$ cat config.mk
export PLATFORM = sky130hd
export DESIGN_NAME = mem_err_tally
export DESIGN_NICKNAME = d
export VERILOG_FILES = /design/src/rtl/mem_err_tally.sv
export SDC_FILE = /design/constraint.sdc
export NUM_CORES = 1
export LEC_CHECK = 0
export ABC_CLOCK_PERIOD_IN_PS = 4300
export CORE_UTILIZATION = 51
export CTS_CLUSTER_DIAMETER = 30
export DETAILED_ROUTE_END_ITERATION = 10
export DONT_BUFFER_PORTS = 1
export GPL_TIMING_DRIVEN = 0
export HOLD_SLACK_MARGIN = 0.12
export PLACE_DENSITY = 0.78
export RECOVER_POWER = 50
export SLEW_MARGIN = 20
export SYNTH_ARGS = -nofsm -noshare
export SYNTH_HDL_FRONTEND = slang
export SYNTH_SLANG_ARGS = --single-unit
$ cat constraint.sdc
create_clock -name clk -period 4.3 [get_ports clk]
set_clock_uncertainty 0.05 [all_clocks]
set_input_delay 0 -clock clk [delete_from_list [all_inputs] [get_ports clk]]
set_output_delay 0 -clock clk [all_outputs]
set_load 0.02 [all_outputs]
$ cat src/rtl/mem_err_tally.sv
module mem_err_tally #(
  parameter int NUM_CH   = 2,
  parameter int NUM_SLOT = 4,
  parameter int CNT_W    = 16,
  parameter int SEC_W    = 32,
  localparam int NMOD      = NUM_CH * NUM_SLOT,
  localparam int CH_W      = (NUM_CH > 1) ? $clog2(NUM_CH) : 1,
  localparam int SL_W      = (NUM_SLOT > 1) ? $clog2(NUM_SLOT) : 1,
  localparam int MOD_W     = (NMOD > 1) ? $clog2(NMOD) : 1,
  localparam int MOD_BASE  = 8,
  localparam int SLOT_BASE = MOD_BASE + 2 * NMOD,
  localparam int A_W       = $clog2(SLOT_BASE + 2 * NUM_SLOT)
) (
  input  logic             clk,
  input  logic             rst_n,
  input  logic             evt_valid,
  input  logic             evt_uncorr,
  input  logic             evt_loc_ok,
  input  logic [CH_W-1:0]  evt_ch,
  input  logic [SL_W-1:0]  evt_slot,
  input  logic [NMOD-1:0]  present,
  input  logic             clr_cnt,
  input  logic             tick_1s,
  input  logic             panic_en,
  input  logic             log_ce_en,
  input  logic             log_ue_en,
  input  logic             rd_en,
  input  logic [A_W-1:0]   rd_addr,
  output logic [SEC_W-1:0] rd_data,
  output logic             halt,
  output logic             log_stb,
  output logic             log_uncorr,
  output logic             log_loc,
  output logic [MOD_W-1:0] log_row
);

  localparam logic [CNT_W-1:0] CMAX = {CNT_W{1'b1}};
  localparam logic [SEC_W-1:0] SMAX = {SEC_W{1'b1}};

  function automatic logic [CNT_W-1:0] bump(input logic [CNT_W-1:0] v);
    return (v == CMAX) ? v : v + 1'b1;
  endfunction

  logic [MOD_W-1:0] mod_idx;
  logic             located, take, inc_ce, inc_ue;
  logic [MOD_W-1:0] row_idx;

  logic [CNT_W-1:0] ce_total, ue_total, ce_noloc, ue_noloc;
  logic [SEC_W-1:0] secs;
  logic [CNT_W-1:0] mod_ce  [NMOD];
  logic [CNT_W-1:0] mod_ue  [NMOD];
  logic [CNT_W-1:0] slot_ce [NUM_SLOT];
  logic [CNT_W-1:0] slot_ue [NUM_SLOT];
  logic [SEC_W-1:0] rd_mux;

  assign mod_idx = MOD_W'(int'(evt_ch) * NUM_SLOT + int'(evt_slot));
  assign located = evt_loc_ok & present[mod_idx];
  assign take    = evt_valid & ~clr_cnt;
  assign inc_ce  = take & ~evt_uncorr;
  assign inc_ue  = take & evt_uncorr & ~panic_en;

  always_comb begin
    row_idx = '0;
    for (int i = 0; i < NMOD; i++)
      if (MOD_W'(i) < mod_idx && present[i]) row_idx = row_idx + 1'b1;
  end

  always_ff @(posedge clk) begin
    if (!rst_n || clr_cnt) begin
      ce_total <= '0;
      ue_total <= '0;
      ce_noloc <= '0;
      ue_noloc <= '0;
    end else begin
      if (inc_ce) ce_total <= bump(ce_total);
      if (inc_ue) ue_total <= bump(ue_total);
      if (inc_ce && !located) ce_noloc <= bump(ce_noloc);
      if (inc_ue && !located) ue_noloc <= bump(ue_noloc);
    end
  end

  for (genvar g = 0; g < NMOD; g++) begin : g_mod
    logic hit;
    assign hit = located && (mod_idx == MOD_W'(g));
    always_ff @(posedge clk) begin
      if (!rst_n || clr_cnt) begin
        mod_ce[g] <= '0;
        mod_ue[g] <= '0;
      end else begin
        if (inc_ce && hit) mod_ce[g] <= bump(mod_ce[g]);
        if (inc_ue && hit) mod_ue[g] <= bump(mod_ue[g]);
      end
    end
  end

  for (genvar s = 0; s < NUM_SLOT; s++) begin : g_slot
    logic hit;
    assign hit = located && (evt_slot == SL_W'(s));
    always_ff @(posedge clk) begin
      if (!rst_n || clr_cnt) begin
        slot_ce[s] <= '0;
        slot_ue[s] <= '0;
      end else begin
        if (inc_ce && hit) slot_ce[s] <= bump(slot_ce[s]);
        if (inc_ue && hit) slot_ue[s] <= bump(slot_ue[s]);
      end
    end
  end

  always_ff @(posedge clk) begin
    if (!rst_n || clr_cnt) secs <= '0;
    else if (tick_1s && secs != SMAX) secs <= secs + 1'b1;
  end

  always_ff @(posedge clk) begin
    if (!rst_n) halt <= 1'b0;
    else if (take && evt_uncorr && panic_en) halt <= 1'b1;
  end

  always_ff @(posedge clk) begin
    if (!rst_n) begin
      log_stb    <= 1'b0;
      log_uncorr <= 1'b0;
      log_loc    <= 1'b0;
      log_row    <= '0;
    end else begin
      log_stb    <= take & (evt_uncorr ? log_ue_en : log_ce_en);
      log_uncorr <= evt_uncorr;
      log_loc    <= located;
      log_row    <= located ? row_idx : '0;
    end
  end

  always_comb begin
    rd_mux = '0;
    if (rd_addr == A_W'(0)) rd_mux = SEC_W'(ce_total);
    if (rd_addr == A_W'(1)) rd_mux = SEC_W'(ue_total);
    if (rd_addr == A_W'(2)) rd_mux = SEC_W'(ce_noloc);
    if (rd_addr == A_W'(3)) rd_mux = SEC_W'(ue_noloc);
    if (rd_addr == A_W'(4)) rd_mux = secs;
    for (int i = 0; i < NMOD; i++) begin
      if (rd_addr == A_W'(MOD_BASE + 2 * i))     rd_mux = SEC_W'(mod_ce[i]);
      if (rd_addr == A_W'(MOD_BASE + 2 * i + 1)) rd_mux = SEC_W'(mod_ue[i]);
    end
    for (int i = 0; i < NUM_SLOT; i++) begin
      if (rd_addr == A_W'(SLOT_BASE + 2 * i))     rd_mux = SEC_W'(slot_ce[i]);
      if (rd_addr == A_W'(SLOT_BASE + 2 * i + 1)) rd_mux = SEC_W'(slot_ue[i]);
    end
  end

  always_ff @(posedge clk) begin
    if (!rst_n) rd_data <= '0;
    else if (rd_en) rd_data <= rd_mux;
  end

  assert_noloc_le_total_R2: assert property (@(posedge clk) disable iff (!rst_n)
    (ce_noloc <= ce_total) && (ue_noloc <= ue_total));

  assert_clear_zeroes_R3: assert property (@(posedge clk) disable iff (!rst_n)
    clr_cnt |=> (ce_total == '0 && ue_total == '0 && secs == '0));

  assert_halt_sticky_R5: assert property (@(posedge clk) disable iff (!rst_n)
    halt |=> halt);

  assert_ue_blocked_R5: assert property (@(posedge clk) disable iff (!rst_n)
    (evt_valid && evt_uncorr && panic_en && !clr_cnt) |=> (ue_total == $past(ue_total)));

  assert_log_follows_evt_R6: assert property (@(posedge clk) disable iff (!rst_n)
    $rose(log_stb) |-> $past(evt_valid));

  assert_no_wrap_R9: assert property (@(posedge clk) disable iff (!rst_n)
    (ce_total == CMAX && !clr_cnt) |=> (ce_total == CMAX));

  assert_clear_wins_R10: assert property (@(posedge clk) disable iff (!rst_n)
    clr_cnt |=> !log_stb);

  assert_read_holds_R11: assert property (@(posedge clk) disable iff (!rst_n)
    !rd_en |=> $stable(rd_data));

endmodule

# Word-level counts from Yosys, hierarchy flattened
# Memories as Yosys holds them, arrays and structs flattened.
# Cells that the tools add are included.
# totals
output_inout_bits,39
input_bits,27
ff_bits,135
n_memories,4
elab_cells,387
ram_bits,384
# memory_table
memory,depth,word_bits,read_ports,rd_clocked_by_memory_dff,write_ports,line,text
mod_ce,8,16,8,0,8,50,logic [CNT_W-1:0] mod_ce [NMOD];
mod_ue,8,16,8,0,8,51,logic [CNT_W-1:0] mod_ue [NMOD];
slot_ce,4,16,4,0,4,52,logic [CNT_W-1:0] slot_ce [NUM_SLOT];
slot_ue,4,16,4,0,4,53,logic [CNT_W-1:0] slot_ue [NUM_SLOT];
# classes
bitwise,37
magnitude_cmp,9
mux,162
reduce_logical,60
add_sub_neg,37
eq_ne,67
# op_table
cell,n
$mux W32,28
$mux W16,49
$add A16 B1 Y16 const B,28
$eq A16 B16 Y1 const B,28
$eq A5 B5 Y1 const B,16
$mux W1,77
$logic_and A1 B1 Y1,49
$eq A5 B4 Y1 const B,8
$add A32 B1 Y32 const B,1
$ne A32 B32 Y1 const B,1
$or A1 B1 Y1,24
$add A3 B1 Y3 const B,7
$mux W3,7
$eq A3 B3 Y1 const B,4
$lt A3 B3 Y1 const A,4
$eq A5 B2 Y1 const B,2
$reduce_and A2 Y1,5
$not A1 Y1,7
$and A1 B1 Y1,6
$eq A3 B2 Y1 const B,2
$lt A1 B3 Y1 const A,2
$lt A2 B3 Y1 const A,2
$eq A5 B1 Y1 const B,1
$eq A5 B3 Y1 const B,1
11 further kinds,13

# Longest topological paths before layout
# depth
ltp_word,30
mapped_depth,21
depth_no_buf,20

# Worst setup path before layout
# No wires, ideal clock.
# synth_path
path_kind,in2reg
start,input evt_ch
end,register log_row[2]
setup_time_ns,0.070
n_path_buf,2
required_ns,4.180
path_stages,20
setup_slack_ns,0.373
arrival_ns,3.807
path_cell_list,clkbuf_1 > buf_1 > nor2_1 > nor2b_1 > ha_1 > xnor2_1 > ha_1 > mux2_2 > ha_1 > mux2_2 > ha_1 > mux2i_1 > inv_1 > ha_1 > inv_1 > nor2_1 > xnor2_1 > xnor2_1 > or3_1 > a21oi_1
# synth_between
elab_chain_cells,18
elab_cells_between_ends,36
classes_between,add/sub (8); order compare (8); mux (10); bitwise (1); reduce/logical (9)
# synth_lines
item,line,text
from (decl),19,"input logic [CH_W-1:0] evt_ch,"
$add A3 B2 Y3 *,56,assign mod_idx = MOD_W'(int'(evt_ch) * NUM_SLOT + int'(evt_slot));
$lt A1 B3 Y1,65,if (MOD_W'(i) < mod_idx && present[i]) row_idx = row_idx + 1'b1;
$logic_and A1 B1 Y1,65,
$mux W1,65,
$add A3 B1 Y3,65,
$mux W3,65,
$add A3 B1 Y3,65,
$mux W3,65,
(+2 left out),-,
$add A3 B1 Y3,65,
$mux W3,65,
$add A3 B1 Y3,65,
$mux W3,65,
$add A3 B1 Y3,65,
$mux W3,65,
$add A3 B1 Y3,65,
$mux W3,65,
to (signal assigned),130,log_row <= located ? row_idx : '0;
to (decl),34,output logic [MOD_W-1:0] log_row
# Mark *: on every way between the ends. The rest lies on a longest branch, timed or not. The select of a mux whose other input is x is not followed.
# A chain may end at the register's enable or synchronous reset.

==> out/metrics.cfg <==
[final_layout]
mostFrequentLayoutCell=nor2_1
fillCellCount=4771
fin_nets=3536
area_delta_synth_final_pct=18.64
drive_above_1_share_pct=8.531
layout_common_cells=666 x nor2_1, 384 x edfxtp_1, 262 x nand3_1
layoutNonFillerInstCount=4354

[route]
vias_per_cell=6.509
wl_per_cell_um=27.06
drc_errors=0
dr.pass1.iters=8
drtIter0Drc=4132
wirelength_mm=117.8
vias=28340
ant_nets=0

[setup_path]
crit_path_end_kind=flip-flop
path_delay_family=simple AND/OR/NAND/NOR gates
worstPathRequired_ns=4.63
cp_cell_sequence=dlygate4sd3_1 > mux2i_1 > mux4_2 > or2_0 > nor2_1 > nand2_1 > o21ai_0 > buf_6
cp_max_fo=12
startpoint_type=primary input
cp.depth=8
worst-path-buf-inv=2
ff2ff_path_depth=7
crit_path_top_delay_cell=nor2_1
slowest_delay_ns=1.48
critPathKind=in -> reg
cp.arrival_ns=4.63

[synth]
synth_compound_area_share_pct=10.79
synthCells=3305
synth-main-ff-cell=edfxtp_1
syn_area_um2=30330
synth-edff-count=384
async_flop_share_pct=0
ys_ff_latch=519
synthSimpleGateAreaFrac_pct=24.07
ys_seq_area_share_pct=46.92
synth-xor-area-share_pct=12.04
synth_top_family_by_area=simple AND/OR/NAND/NOR gates
synth_nets=3367
synth_mux_area_share_pct=2.137
synth_fa_ha_area_share_pct=1.444
synth_cell_types=80
yosysWarnings=0
avgSynthCellArea_um2=9.178

[pwr]
irDropWorstVdd_v=0.0005282
power_density_nw_per_um2=448.4
cellLeakagePower_uw=0.01239

[placement]
dp.cells=4098
place_hpwl_mm=85.55
gp_congestion=1.050
port_buffers=0

[grt]
antenna_found_initial=8
grt_pass1_vias=26200
track_usage_pct=38.41
overflow=0
grt_max_degree=17
grt_pass1_wl_mm=170.5

[sta]
worst_pin_slew_ns=1.988
hold_viol=0
final.setup.tns_ns=0
rsz0062_at_grt=false
maxSlewViolCount=29
slew_headroom_pct=-33.03
fin_crit_ns=4.300
setup_viol_count_final=0
fmax_ghz=0.2326
final.period_utilization_pct=99.99

[floorplan]
die_area_um2=60460
core_um2=58910
rows=89
ios=66
start_util_pct=51.49
die_x_um=245.9
dieHeight_um=245.9

[worst_hold_path]
hold_depth=5
hold_class=in -> reg

[clock_network]
htree_levels=3
cts_sinks=519
clk_latency_ns=0.69
clockRootBuffer=clkbuf_16
cts-buffers-inserted=115
clk_pin_slew_worst_paths_ns=0.05
cts_tree=yes
cts_buffer_depth=3
cts_setup_buffers=0

[status]
outcome=complete, but fails checks
violations=max-capacitance violations, max-slew violations

[run]
cap_viol_max_count=3

-- synthesized netlist by cell type, drive strengths merged (35+ instances only) --
| master | n | area [um^2] |
|---|---|---|
| nand4 | 73 | 469.2 |
| ha | 35 | 437.9 |
| inv | 50 | 187.7 |
| edfxtp | 384 | 11530 |
| and3 | 114 | 713.2 |
| dfxtp | 135 | 2703 |
| xnor2 | 178 | 1559 |
| clkbuf | 93 | 349.1 |
| nand2 | 255 | 957.2 |
| nand3 | 264 | 1331 |
| o21ai | 141 | 705.7 |
| xor2 | 239 | 2093 |
| nor2 | 667 | 2519 |
| buf | 49 | 251.5 |
| mux2i | 40 | 400.4 |
| nor3 | 47 | 245.2 |
| a21oi | 123 | 615.6 |
-- timing repair --
| action | CTS | global route |
|---|---|---|
| endpoints found under the setup margin | 0 | 1 |
| hold buffers | 32 | 0 |
| resized for setup | 0 | 2 |
| endpoints found under the hold margin | 147 | 0 |
-- cell type report --
cell class	count	area, um^2	share of cell area [%]
clock buffer	148	3251	9.032
sequential	519	14230	39.55
tap	773	967.2	2.687
clock inverter	70	863.3	2.399
inverter	50	187.7	0.5215
buffer	142	586.8	1.631
multi-input combinational	2594	15340	42.62
timing repair buffer	52	545.5	1.516
antenna	6	15.01	0.04172
-- worst min-delay path: stages --
cell and delay (ns):
buf_4 0.17, or2_2 0.16, nor2_2 0.09, nand2_1 0.18, nor2_1 0.07
-- path summary, 6_finish.rpt --
path	slack, ns	startpoint	to
max	0.0005	present[0]	slot_ce[2][1]$_SDFFCE_PN0P_
min	0.12	evt_slot[1]	mod_ce[0][5]$_SDFFCE_PN0P_
max reg2reg	1.23	mod_ue[0][7]$_SDFFCE_PN0P_	rd_data[7]$_SDFFE_PN0P_
min reg2reg	0.46	ue_total[15]$_SDFFE_PP0P_	ue_total[15]$_SDFFE_PP0P_
-- per-layer routing --
layer  routed length, um  track usage [%]
met1               45240            50.42
met2               49160            55.53
met3               15560            11.67
met4                7810            22.85
met5                  38                0
-- sequential cells by signal, summed over array words and instances (netlist names) --
signal / cells
mod_ue: 128
mod_ce: 128
ue_total: 16
secs: 32
ce_total: 16
log_loc: 1
slot_ue: 64
halt: 1
log_stb: 1
ue_noloc: 16
log_row: 3
slot_ce: 64
log_uncorr: 1
ce_noloc: 16
rd_data: 32
-- report_power, final --
part           total (uW)  switching [uW]  leakage, uW  internal (uW)
sequential           5860             306      0.00537           5560
clock                9240            3000      0.00199           6240
combinational        1040             717      0.00504            322
-- per-stage QoR --
step / setup slack (ns) / hold slack (ns) / instance area [um^2] / total power [uW] / utilization (%)
after floorplan: 0.3730 / 0.1093 / 30330 / 6383 / -
after global placement: -0.5386 / 0.1201 / 31300 / 6839 / 53.14
after detailed placement: -0.6106 / 0.1297 / 31610 / 6869 / 53.66
after CTS: 0.1211 / 0.1368 / 36040 / 16070 / 61.19
after global routing: 0.09741 / 0.1699 / 35980 / 16440 / 61.07
final: 0.0004934 / 0.1175 / 35990 / 16140 / 61.09
-- cells by family (layout without fill, tap and decap cells) --
family,after synthesis,in the layout
simple gates,1574,1574
flops,519,519
compound gates,508,508
xor+xnor,417,417
buf+inv,192,462
mux,60,60
fa+ha+maj,35,35
other cells,0,6
No activity file was read; power rests on OpenSTA's default activity.
